## src/rtl/dpt_pkg.sv

```systemverilog
package dpt_pkg;
  localparam int ADDR_W  = 3;
  localparam int N_FLAGS = 4;

  typedef enum logic [ADDR_W-1:0] {
    A_CMP1 = 3'd0, A_CMP2 = 3'd1, A_PRE1 = 3'd2, A_PRE2 = 3'd3,
    A_LOAD = 3'd4, A_CNT  = 3'd5, A_CTRL = 3'd6, A_FLAG = 3'd7
  } reg_addr_e;

  typedef enum logic [1:0] {
    MODE_STOP = 2'd0, MODE_COUNT = 2'd1, MODE_ALT = 2'd2, MODE_RSVD = 2'd3
  } cnt_mode_e;

  // control bit positions
  localparam int C_LEN    = 2;
  localparam int C_DN     = 3;
  localparam int C_OE     = 4;
  localparam int C_FRC    = 5;
  localparam int C_POL    = 6;
  localparam int C_IEN_LO = 8;

  // flag bit positions
  localparam int F_CMP  = 0;
  localparam int F_OVF  = 1;
  localparam int F_CMP1 = 2;
  localparam int F_CMP2 = 3;
endpackage

```

## src/rtl/dpt_regs.sv

```systemverilog
module dpt_regs
  import dpt_pkg::*;
#(
  parameter int W = 16
) (
  input  logic                 clk_i,
  input  logic                 rst_ni,
  input  logic                 we_i,
  input  logic [ADDR_W-1:0]    addr_i,
  input  logic [W-1:0]         wdata_i,
  input  logic                 ev1_i,
  input  logic                 ev2_i,
  input  logic [W-1:0]         cnt_i,
  input  logic [N_FLAGS-1:0]   flags_i,
  output logic [W-1:0]         cmp1_o,
  output logic [W-1:0]         cmp2_o,
  output logic [W-1:0]         pre1_o,
  output logic [W-1:0]         pre2_o,
  output logic [W-1:0]         load_o,
  output logic [W-1:0]         ctrl_o,
  output logic                 force_o,
  output logic                 cnt_wr_o,
  output logic                 flag_wr_o,
  output logic [W-1:0]         rdata_o
);
  localparam int NREG = 1 << ADDR_W;
  localparam logic [W-1:0] FRC_MASK = W'(1) << C_FRC;

  logic [NREG-1:0] wsel;
  assign wsel = we_i ? (NREG'(1) << addr_i) : '0;

  always_ff @(posedge clk_i or negedge rst_ni) begin
    if (!rst_ni) begin
      cmp1_o <= '0;
      cmp2_o <= '0;
      pre1_o <= '0;
      pre2_o <= '0;
      load_o <= '0;
      ctrl_o <= '0;
    end else begin
      // software write wins over a preload transfer in the same cycle
      if (wsel[A_CMP1])  cmp1_o <= wdata_i;
      else if (ev2_i)    cmp1_o <= pre1_o;
      if (wsel[A_CMP2])  cmp2_o <= wdata_i;
      else if (ev1_i)    cmp2_o <= pre2_o;
      if (wsel[A_PRE1])  pre1_o <= wdata_i;
      if (wsel[A_PRE2])  pre2_o <= wdata_i;
      if (wsel[A_LOAD])  load_o <= wdata_i;
      if (wsel[A_CTRL])  ctrl_o <= wdata_i & ~FRC_MASK;
    end
  end

  assign force_o   = wsel[A_CTRL] && wdata_i[C_FRC];
  assign cnt_wr_o  = wsel[A_CNT];
  assign flag_wr_o = wsel[A_FLAG];

  always_comb begin
    unique case (reg_addr_e'(addr_i))
      A_CMP1:  rdata_o = cmp1_o;
      A_CMP2:  rdata_o = cmp2_o;
      A_PRE1:  rdata_o = pre1_o;
      A_PRE2:  rdata_o = pre2_o;
      A_LOAD:  rdata_o = load_o;
      A_CNT:   rdata_o = cnt_i;
      A_CTRL:  rdata_o = ctrl_o;
      A_FLAG:  rdata_o = W'(flags_i);
      default: rdata_o = '0;
    endcase
  end
endmodule

```

## src/rtl/dpt_core.sv

```systemverilog
module dpt_core
  import dpt_pkg::*;
#(
  parameter int W = 16
) (
  input  logic          clk_i,
  input  logic          rst_ni,
  input  logic          tick_i,
  input  cnt_mode_e     mode_i,
  input  logic          length_i,
  input  logic          dn_i,
  input  logic [W-1:0]  cmp1_i,
  input  logic [W-1:0]  cmp2_i,
  input  logic [W-1:0]  load_i,
  input  logic          cnt_wr_i,
  input  logic [W-1:0]  cnt_wdata_i,
  input  logic          force_i,
  output logic [W-1:0]  cnt_o,
  output logic          oflag_o,
  output logic          ev1_o,
  output logic          ev2_o,
  output logic          ovf_o
);
  localparam logic [W-1:0] CNT_MAX = {W{1'b1}};

  logic [W-1:0] cnt_q, cnt_d;
  logic         oflag_q, oflag_d;
  logic         run, alt, up, hit, reinit;

  always_comb begin
    run    = tick_i && (mode_i == MODE_COUNT || mode_i == MODE_ALT);
    alt    = mode_i == MODE_ALT;
    up     = alt || !dn_i;
    ev1_o  = 1'b0;
    ev2_o  = 1'b0;
    if (run) begin
      if (alt) begin
        // low phase watches compare 1, high phase compare 2
        ev1_o = !oflag_q && (cnt_q == cmp1_i);
        ev2_o =  oflag_q && (cnt_q == cmp2_i);
      end else if (dn_i) begin
        ev2_o = cnt_q == cmp2_i;
      end else begin
        ev1_o = cnt_q == cmp1_i;
      end
    end
    hit    = ev1_o || ev2_o;
    reinit = hit && length_i;
    ovf_o  = run && !reinit && (up ? (cnt_q == CNT_MAX) : (cnt_q == '0));

    cnt_d = cnt_q;
    if (cnt_wr_i)  cnt_d = cnt_wdata_i;
    else if (run)  cnt_d = reinit ? load_i : (up ? cnt_q + W'(1) : cnt_q - W'(1));

    oflag_d = force_i ? 1'b0 : (hit ? !oflag_q : oflag_q);
  end

  always_ff @(posedge clk_i or negedge rst_ni) begin
    if (!rst_ni) begin
      cnt_q   <= '0;
      oflag_q <= 1'b0;
    end else begin
      cnt_q   <= cnt_d;
      oflag_q <= oflag_d;
    end
  end

  assign cnt_o   = cnt_q;
  assign oflag_o = oflag_q;
endmodule

```

## src/rtl/dpt_flags.sv

```systemverilog
module dpt_flags #(
  parameter int N = 4
) (
  input  logic          clk_i,
  input  logic          rst_ni,
  input  logic [N-1:0]  set_i,
  input  logic          clr_wr_i,
  input  logic [N-1:0]  wdata_i,
  input  logic [N-1:0]  ien_i,
  output logic [N-1:0]  flags_o,
  output logic          irq_o
);
  for (genvar i = 0; i < N; i++) begin : g_flag
    always_ff @(posedge clk_i or negedge rst_ni) begin
      if (!rst_ni)                      flags_o[i] <= 1'b0;
      else if (set_i[i])                flags_o[i] <= 1'b1;
      else if (clr_wr_i && !wdata_i[i]) flags_o[i] <= 1'b0;
    end
  end

  assign irq_o = |(flags_o & ien_i);
endmodule

```

## src/rtl/dcmp_pwm_timer.sv

```systemverilog
module dcmp_pwm_timer
  import dpt_pkg::*;
#(
  parameter int CNT_W = 16
) (
  input  logic              clk_i,
  input  logic              rst_ni,
  input  logic              cnt_en_i,
  input  logic              bus_we_i,
  input  logic [2:0]        bus_addr_i,
  input  logic [CNT_W-1:0]  bus_wdata_i,
  output logic [CNT_W-1:0]  bus_rdata_o,
  output logic              pwm_o,
  output logic              pwm_oe_o,
  output logic              irq_o
);
  logic [CNT_W-1:0]   cmp1, cmp2, pre1, pre2, load, ctrl, cnt;
  logic               force_p, cnt_wr, flag_wr;
  logic               ev1, ev2, ovf, oflag;
  logic [N_FLAGS-1:0] flags, flag_set, ien;
  logic [1:0]         mode_w;
  logic               len_w, dn_w, oe_w, pol_w;
  logic               cmp1_wr, cmp2_wr;

  assign mode_w  = ctrl[1:0];
  assign len_w   = ctrl[C_LEN];
  assign dn_w    = ctrl[C_DN];
  assign oe_w    = ctrl[C_OE];
  assign pol_w   = ctrl[C_POL];
  assign ien     = ctrl[C_IEN_LO +: N_FLAGS];
  assign cmp1_wr = bus_we_i && (bus_addr_i == A_CMP1);
  assign cmp2_wr = bus_we_i && (bus_addr_i == A_CMP2);

  dpt_regs #(.W(CNT_W)) u_regs (
    .clk_i(clk_i), .rst_ni(rst_ni), .we_i(bus_we_i), .addr_i(bus_addr_i),
    .wdata_i(bus_wdata_i), .ev1_i(ev1), .ev2_i(ev2), .cnt_i(cnt), .flags_i(flags),
    .cmp1_o(cmp1), .cmp2_o(cmp2), .pre1_o(pre1), .pre2_o(pre2), .load_o(load),
    .ctrl_o(ctrl), .force_o(force_p), .cnt_wr_o(cnt_wr), .flag_wr_o(flag_wr),
    .rdata_o(bus_rdata_o)
  );

  dpt_core #(.W(CNT_W)) u_core (
    .clk_i(clk_i), .rst_ni(rst_ni), .tick_i(cnt_en_i), .mode_i(cnt_mode_e'(mode_w)),
    .length_i(len_w), .dn_i(dn_w), .cmp1_i(cmp1), .cmp2_i(cmp2), .load_i(load),
    .cnt_wr_i(cnt_wr), .cnt_wdata_i(bus_wdata_i), .force_i(force_p),
    .cnt_o(cnt), .oflag_o(oflag), .ev1_o(ev1), .ev2_o(ev2), .ovf_o(ovf)
  );

  always_comb begin
    flag_set         = '0;
    flag_set[F_CMP]  = ev1 || ev2;
    flag_set[F_OVF]  = ovf;
    flag_set[F_CMP1] = ev1;
    flag_set[F_CMP2] = ev2;
  end

  dpt_flags #(.N(N_FLAGS)) u_flags (
    .clk_i(clk_i), .rst_ni(rst_ni), .set_i(flag_set), .clr_wr_i(flag_wr),
    .wdata_i(bus_wdata_i[N_FLAGS-1:0]), .ien_i(ien), .flags_o(flags), .irq_o(irq_o)
  );

  assign pwm_o    = oe_w && (oflag ^ pol_w);
  assign pwm_oe_o = oe_w;
endmodule

```

## config.mk

```make
export PLATFORM = sky130hd
export DESIGN_NAME = dcmp_pwm_timer
export DESIGN_NICKNAME = d
export VERILOG_FILES = /design/src/rtl/dpt_pkg.sv /design/src/rtl/dpt_regs.sv /design/src/rtl/dpt_core.sv /design/src/rtl/dpt_flags.sv /design/src/rtl/dcmp_pwm_timer.sv
export SDC_FILE = /design/constraint.sdc
export NUM_CORES = 1
export LEC_CHECK = 0
export BUFFER_PORTS_ARGS = -buffer_cell sky130_fd_sc_hd__buf_2
export CORE_ASPECT_RATIO = 0.75
export CORE_MARGIN = 5
export CORE_UTILIZATION = 62
export CTS_CLUSTER_SIZE = 14
export DETAILED_ROUTE_END_ITERATION = 8
export PLACE_DENSITY = 0.81
export SYNTH_ARGS = -nofsm -noshare
export SYNTH_HDL_FRONTEND = slang
export SYNTH_SLANG_ARGS = --single-unit
```

## constraint.sdc

```tcl
create_clock -name clk_i -period 4.1 [get_ports clk_i]
set_input_delay 1.025 -clock clk_i [delete_from_list [all_inputs] [get_ports clk_i]]
set_output_delay 1.025 -clock clk_i [all_outputs]
set_load 0.1 [all_outputs]
```

==> flow_summary.ini, run 1 <==
[sta]
min_period_ps = 3742
setup_viol = 0
rsz0062_at_grt = false
maxSlewHeadroom_pct = 28.26
max_freq_mhz = 267.2
finalCritPeriodShare_pct = 91.28
holdWs_ps = 513.6
drv_slew = 0
finClkSkew_ps = 13.46
hold_viol_final = 0
fin_setup_tns_ps = 0
worstMarginPinSlew_ps = 1076

[final_layout]
final_common_cell = dfrtp_1
seq_area_sq_um = 2903
multiInputGateArea_sq_um = 3816
finalNetCount = 780
fillers = 773
layout_common_cells = 116 x dfrtp_1, 77 x nand2_1, 62 x mux2_2
area_growth_pct = 16.41
drive_gt1_share_pct = 22.79
n_antenna_cell = 0
final_cells = 908

[logic_synthesis]
synth_cell_types = 52
syn_inst = 738
syn_nets = 763
synth_edf_count = 0
synth_seq_cells = 116
syn_area_sq_um = 7014
synth_ff_type = dfrtp_1
ys_seq_area_share_pct = 41.38
yosysWarnings = 0
synth-async-reset-ratio_pct = 100.0
avgSynthCellArea_sq_um = 9.504

[grt]
first_global_vias = 6197
grt_overflow = 0
grt_usage_pct = 33.01
antenna_found_initial = 0
grt_pass1_wl_mm = 34.35
grt_start_max_net_pins = 61

[clock_network]
h-tree-depth = 4
cts_resized = 0
clk_path_buf_depth = 2
worstSkewPairLatency_ps = 420
cts_tree = done
numCtsBuffers = 17
clk_pin_slew_ps = 60
clock_sinks = 116
post_cts_buffers = 0
clockRootBuffer = clkbuf_16
postCtsHoldBufs = 0

[critical_path]
arrival_ps = 2720
setup.worst_path.end_class = output port
worstPathRequired_ps = 3070
start_kind = input pin
cp_cell_sequence = buf_2, buf_4, nand2b_1, nor2_1, a21oi_1, o221a_2, buf_12
cp_max_fo = 22
critPathKind = input pin to output port
slowest_delay_ps = 350
cpMaxStageDelayCell = buf_4

[job]
maxCapViolCount = 0

[routing]
drtIter0Drc = 972
drc = 0
first_pass_iters = 6
ant_nets = 0
vias_per_cell = 6.857
wirelength_mm = 21.50
wl_per_cell_microns = 23.68
vias = 6226

[floorplanning]
ioPinCount = 42
coreArea_sq_um = 10980
num_rows = 33
die_w_microns = 132.8
fp.dieH_microns = 102.1
initial_core_util_pct = 63.86
die_area_sq_um = 13560

[power_and_ir_drop]
ir_drop_mv = 0.3828
power.static_leakage_uw = 0.003612
p_per_area_nw_per_um2 = 587.2

[placement]
gp_congestion = 1.032
dp.cells = 876
port_buffers = 41
dp_hpwl_mm = 14.46

[min_path]
hold_class = register to register

[status]
status = finished, final reports clean
cell families after synthesis:
logic type	synth area share, %
DFF	41.38
xor gates and xnor gates	4.246
and+or+nand+nor	14.32
AOI/OAI and AO/OA	16.39
adders and majority gates	0.3567
buffers and inverters	4.887
muxes	18.41
routing by layer:
layer / share of wire [%] / vias up / GRT usage (%)
met2: 46 / 432 / 53.32
met4: 2.9 / 0 / 12.46
met5: 0 / - / 0
met1: 40 / 3034 / 43.77
li1: - / 2693 / -
met3: 10 / 67 / 8.169
Yosys cell counts (2+ instances only):
library cell | number | area share (%)
o22ai_1 | 5 | 0.45
nor4_1 | 12 | 1.1
a211oi_1 | 5 | 0.54
or3_1 | 4 | 0.36
a221oi_1 | 6 | 0.75
and3_1 | 10 | 0.89
nand3_1 | 8 | 0.57
nor2b_1 | 6 | 0.54
nand2_1 | 77 | 4.1
nand2b_1 | 11 | 0.98
o32a_1 | 4 | 0.57
mux2i_1 | 57 | 8.1
buf_6 | 6 | 0.96
o221a_2 | 7 | 1.1
o21ai_1 | 8 | 0.57
o21ai_0 | 56 | 4.0
and4_1 | 2 | 0.25
buf_1 | 8 | 0.43
inv_1 | 15 | 0.80
a21oi_1 | 40 | 2.9
nand3b_1 | 2 | 0.21
o211ai_1 | 9 | 0.96
a22o_1 | 5 | 0.62
a21boi_4 | 2 | 0.54
nor3_1 | 17 | 1.2
xnor2_1 | 8 | 1.0
a21o_1 | 4 | 0.43
o31ai_1 | 3 | 0.32
mux2_2 | 62 | 10
ha_1 | 2 | 0.36
dfrtp_1 | 116 | 41
a31oi_1 | 9 | 0.80
a22oi_1 | 6 | 0.64
xor2_1 | 26 | 3.2
clkbuf_1 | 36 | 1.9
buf_2 | 10 | 0.71
nor2_1 | 48 | 2.6
nand4_1 | 10 | 0.89
o22a_1 | 3 | 0.37
metrics by stage:
step | setup slack [ps] | util, % | total power [uW] | instance area [sq um]
2_1_floorplan | 3.786 | - | 2720 | 7054
3_3_place_gp | 531.9 | 68.79 | 3148 | 7555
3_5_place_dp | 460.4 | 68.79 | 3209 | 7555
4_1_cts | 453.2 | 74.35 | 4763 | 8165
5_1_grt | 221.1 | 74.35 | 4989 | 8165
6_report | 357.5 | 74.35 | 4794 | 8165
power by group:
group	internal, uW	switching [uW]
combinational	588	841
sequential	1400	418
clock	988	563
total	2970	1820
worst paths after layout:
kind / startpoint / endpoint / slack (ps) / depth (start not counted)
max reg2reg: u_regs.ctrl_o[1]$_DFFE_PN0P_ / u_core.cnt_o[6]$_DFFE_PN0P_ / 430 / 9
min in group asynchronous: rst_ni / u_regs.cmp1_o[3]$_DFFE_PN0P_ / 670 / 1
min reg2reg: u_regs.ctrl_o[13]$_DFFE_PN0P_ / u_regs.ctrl_o[13]$_DFFE_PN0P_ / 510 / 1
max: bus_addr_i[1] / bus_rdata_o[14] / 360 / 7
max in group asynchronous: rst_ni / u_regs.pre1_o[14]$_DFFE_PN0P_ / 2630 / 2
min: u_regs.ctrl_o[13]$_DFFE_PN0P_ / u_regs.ctrl_o[13]$_DFFE_PN0P_ / 510 / 1
worst max-delay path, delay by kind of cell:
family | cells | cell delay, ps
buf+inv | 3 | 850
simple gates | 2 | 460
compound gates | 2 | 370
final cells by class:
type	count	area share, %
clock buffers	21	5.639
flip-flops and latches	116	35.55
clock inverters	11	1.839
well taps	140	2.145
repair buffers	58	7.355
multi-input cells	546	46.74
inverters	16	0.7355
flip-flops by register name, indices dropped and copies added, names as in the netlist:
register	count
u_core.cnt_o	16
u_regs.cmp1_o	16
u_regs.cmp2_o	16
u_regs.load_o	16
u_regs.pre1_o	16
u_regs.pre2_o	16
u_regs.ctrl_o	15
u_flags.flags_o	4
u_core.oflag_o	1
Power figures use the tool's default switching activity.
==> inputs of run 2 (changes only) <==
CORE_UTILIZATION = 64   (was 62)
CTS_BUF_LIST = sky130_fd_sc_hd__clkbuf_4   (was unset)
PLACE_DENSITY = 0.83   (was 0.81)
==> flow_summary.ini, run 2 (synthesis gave the netlist of run 1 again) <==
[critical_path]
crit_buf_inv = 3
cp_max_fo = 16
cp_top_family = buffers and inverters
cpMaxStageDelayCell = nand2_1
arrival_ps = 2830
cp_cell_sequence = buf_2, clkinv_1, nand2_1, o221a_2, buf_12
critPathKind = input pin to output port
setup.worst_path.end_class = output port
slowest_delay_ps = 660
start_kind = input pin
worstPathRequired_ps = 3070

[floorplanning]
initial_core_util_pct = 64.84
ioPinCount = 42
fp.dieH_microns = 100.7
coreArea_sq_um = 10820
die_w_microns = 130.9
num_rows = 33
die_area_sq_um = 13180

[power_and_ir_drop]
ir_drop_mv = 0.3036
power.static_leakage_uw = 0.003515
p_per_area_nw_per_um2 = 526.3
finalPower_uw = 4145

[final_layout]
drive_gt1_share_pct = 23.42
n_antenna_cell = 0
area_growth_pct = 12.29
layout_common_cells = 116 x dfrtp_1, 77 x nand2_1, 62 x mux2_2
final_cells = 913
final_common_cell = dfrtp_1
finalNetCount = 785

[grt]
grt_start_max_net_pins = 64
grt_pass1_wl_mm = 33.40
grt_usage_pct = 33.42
grt_overflow = 0
antenna_found_initial = 0
first_global_vias = 6226

[routing]
first_pass_iters = 7
drtIter0Drc = 1091
vias = 6331
vias_per_cell = 6.934
wl_met2_mm = 9.412
wl_per_cell_microns = 23.01
wirelength_mm = 21.01
drc = 0
routed.top_layer = met4
ant_nets = 0
met1_length_mm = 8.232
wl_met3_mm = 2.376

[clock_network]
cts_resized = 0
cts_tree = done
h-tree-depth = 4
clock_sinks = 116
numCtsBuffers = 17
clockRootBuffer = clkbuf_4
clk_path_buf_depth = 2
post_cts_buffers = 0
clk_pin_slew_ps = 110
postCtsHoldBufs = 0
worstSkewPairLatency_ps = 570

[status]
status = finished, final reports clean

[placement]
dp_hpwl_mm = 14.64
gp_congestion = 1.011
dp.cells = 881
port_buffers = 41

[min_path]
hold_class = input pin to async pin

[sta]
setup_viol = 0
min_period_ps = 3858
worstMarginPinSlew_ps = 1156
finClkSkew_ps = 25.45
drv_slew = 0
hold_viol_final = 0
maxSlewHeadroom_pct = 22.95
fin_setup_tns_ps = 0
rsz0062_at_grt = false
finalCritPeriodShare_pct = 94.11
max_freq_mhz = 259.2

[job]
maxCapViolCount = 0
## run 2: area by class of cell
type                    instances  area, sq um
inverters                      16        60.06
multi-input cells             546         3816
flip-flops and latches        116         2903
well taps                     140        175.2
repair buffers                 63        625.6
fillers                       768         2942
clock buffers                  18        135.1
clock inverters                14        161.4
## run 2: worst paths after layout
kind | from | end | slack, ps | cells after the start
worst max-delay path | bus_addr_i[0] | bus_rdata_o[14] | 240 | 5
worst min-delay path | rst_ni | u_regs.cmp1_o[3]$_DFFE_PN0P_ | 510 | 1
worst max register to register | u_regs.ctrl_o[0]$_DFFE_PN0P_ | u_core.cnt_o[6]$_DFFE_PN0P_ | 500 | 11
worst min register to register | u_regs.ctrl_o[14]$_DFFE_PN0P_ | u_regs.ctrl_o[14]$_DFFE_PN0P_ | 520 | 1
max in group asynchronous | rst_ni | u_regs.ctrl_o[15]$_DFFE_PN0P_ | 2800 | 2
min in group clk_i | u_regs.ctrl_o[14]$_DFFE_PN0P_ | u_regs.ctrl_o[14]$_DFFE_PN0P_ | 520 | 1
## run 2: stage by stage
stage	hold slack, ps	utilization, %	setup WS [ps]	cell area, sq um
detailed placement	498.9	70.07	300.7	7580
floorplan	470.4	-	3.786	7054
CTS	516.8	72.81	287.2	7876
global route	524.4	72.81	130.0	7876
finish	506.0	72.81	241.7	7876
global placement	489.3	70.07	385.1	7580
## run 2: layer usage
metal  global-route usage (%)  up-vias
met5                        0        -
met3                    9.587      115
met2                    50.06      464
li1                         -     2702
met4                    16.21        0
met1                    44.74     3050
## run 2: report_power, final
part	leakage [uW]	switching, uW	total [uW]	internal (uW)
logic	0.00193	854	1450	595
registers	0.00142	401	1790	1390
clock network	0.000163	478	903	426
==> inputs of run 3 (changes only) <==
==> constraint.sdc (replaced) <==
create_clock -name clk_i -period 4.1 [get_ports clk_i]
set_input_delay 0 -clock clk_i [delete_from_list [all_inputs] [get_ports clk_i]]
set_output_delay 0 -clock clk_i [all_outputs]
set_load 0.1 [all_outputs]
==> flow_summary.ini, run 3 (synthesis gave the netlist of run 1 again) <==
[sta]
finalCritPeriodShare_pct = 83.23
finClkSkew_ps = 19.81
min_period_ps = 3412
fin_setup_tns_ps = 0
maxSlewHeadroom_pct = 12.81
max_freq_mhz = 293.0
drv_slew = 0
rsz0062_at_grt = false
holdWs_ps = 60.75
worstMarginPinSlew_ps = 1306
setup_viol = 0
hold_viol_final = 0

[critical_path]
start_kind = register
cp_max_fo = 17
setup.worst_path.end_class = register
critPathKind = register to register
worstPathRequired_ps = 4570
arrival_ps = 3880

[min_path]
hold_class = input pin to register

[clock_network]
h-tree-depth = 4
clock_sinks = 116
clk_path_buf_depth = 2
clk_pin_slew_ps = 110
clockRootBuffer = clkbuf_4
worstSkewPairLatency_ps = 560
numCtsBuffers = 17
cts_tree = done

[routing]
vias = 6264
first_pass_iters = 6
drc = 0
drtIter0Drc = 1021
wirelength_mm = 20.86
wl_per_cell_microns = 22.73
ant_nets = 0
vias_per_cell = 6.824

[grt]
first_global_vias = 6031
grt_overflow = 0
antenna_found_initial = 0
grt_pass1_wl_mm = 32.73
grt_usage_pct = 32.54
grt_start_max_net_pins = 86

[power_and_ir_drop]
ir_drop_mv = 0.3366
swShare_pct = 41.92
power.static_leakage_uw = 0.003421
p_int_uw = 2316
combPwrFrac_pct = 33.9
p_switching_uw = 1672
p_per_area_nw_per_um2 = 521.0
seqPwrFrac_pct = 44.2
p_clk_share_pct = 21.9

[floorplanning]
coreArea_sq_um = 10820
ioPinCount = 42
initial_core_util_pct = 64.84
die_w_microns = 130.9
num_rows = 33
die_area_sq_um = 13180
fp.dieH_microns = 100.7

[placement]
post_dp_cell_area_sq_um = 7189
gp_congestion = 1.015
dp_hpwl_mm = 14.20
port_buffers = 41

[final_layout]
drive_gt1_share_pct = 20.33
final_common_cell = dfrtp_1
finalNetCount = 790
layout_common_cells = 116 x dfrtp_1, 77 x nand2_1, 62 x mux2_2
fin_util_pct = 70.75
final_area_sq_um = 7654
area_growth_pct = 9.115

[job]
maxCapViolCount = 0

[status]
status = finished, final reports clean
run 3: final cells by class:
class                      count  area (sq um)
multi-input combinational    546          3776
fill                         782          3164
sequential                   116          2903
timing repair buffer          68         455.4
tap                          140         175.2
clock buffer                  19         142.6
clock inverter                12         138.9
inverter                      16         60.06
antenna                        1         2.502
run 3: power by group through the flow:
| stage | combinational (uW) | sequential (uW) | clock (uW) |
|---|---|---|---|
| 2_1_floorplan | 1130 | 1580 | 0 |
| 3_3_place_gp | 1270 | 1740 | 0 |
| 3_5_place_dp | 1310 | 1760 | 0 |
| 4_1_cts | 1330 | 1740 | 868 |
| 5_1_grt | 1450 | 1790 | 926 |
| 6_report | 1350 | 1760 | 872 |
run 3: routing by layer:
metal | up-vias | GRT usage (%) | share of wire, % | wire [microns]
met2 | 484 | 49.16 | 45 | 9339
li1 | 2722 | - | - | -
met5 | - | 0 | 0 | 0
met3 | 64 | 8.739 | 12 | 2451
met4 | 0 | 12.81 | 3.0 | 621
met1 | 2994 | 44.86 | 41 | 8450
run 3: final timing paths:
kind	slack, ps	to	startpoint	cells after the start
max	690	u_core.cnt_o[14]$_DFFE_PN0P_	u_regs.ctrl_o[0]$_DFFE_PN0P_	12
min	60	u_core.cnt_o[2]$_DFFE_PN0P_	cnt_en_i	5
max reg2reg	690	u_core.cnt_o[14]$_DFFE_PN0P_	u_regs.ctrl_o[0]$_DFFE_PN0P_	12
min reg2reg	530	u_regs.ctrl_o[15]$_DFFE_PN0P_	u_regs.ctrl_o[15]$_DFFE_PN0P_	1
max in group asynchronous	2900	u_core.cnt_o[1]$_DFFE_PN0P_	rst_ni	3
min in group asynchronous	160	u_regs.cmp1_o[3]$_DFFE_PN0P_	rst_ni	2
run 3: per-stage QoR:
step	setup slack, ps	instances	total power [uW]
4_1_cts	744.5	917	3939
3_5_place_dp	757.2	868	3071
2_1_floorplan	976.3	738	2706
3_3_place_gp	898.6	868	3008
6_report	687.5	918	3988
5_1_grt	395.3	917	4160
run 3: what timing repair did:
| action | CTS | global route |
|---|---|---|
| endpoints found under the hold margin | 200 | 0 |
| hold buffers | 18 | 0 |
| gates resized for setup | 0 | 0 |
| buffers inserted | 0 | 0 |
run 3: critical path, cell delays in order (launching register included):
cell and delay, ps:
dfrtp_1 410, inv_1 70, ha_1 180, nand2b_1 510
xnor2_1 190, ha_1 310, nand2_1 90, nor3_1 380
a31oi_1 160, o41a_1 430, mux2_2 230, nor3_1 50
nor4_1 300
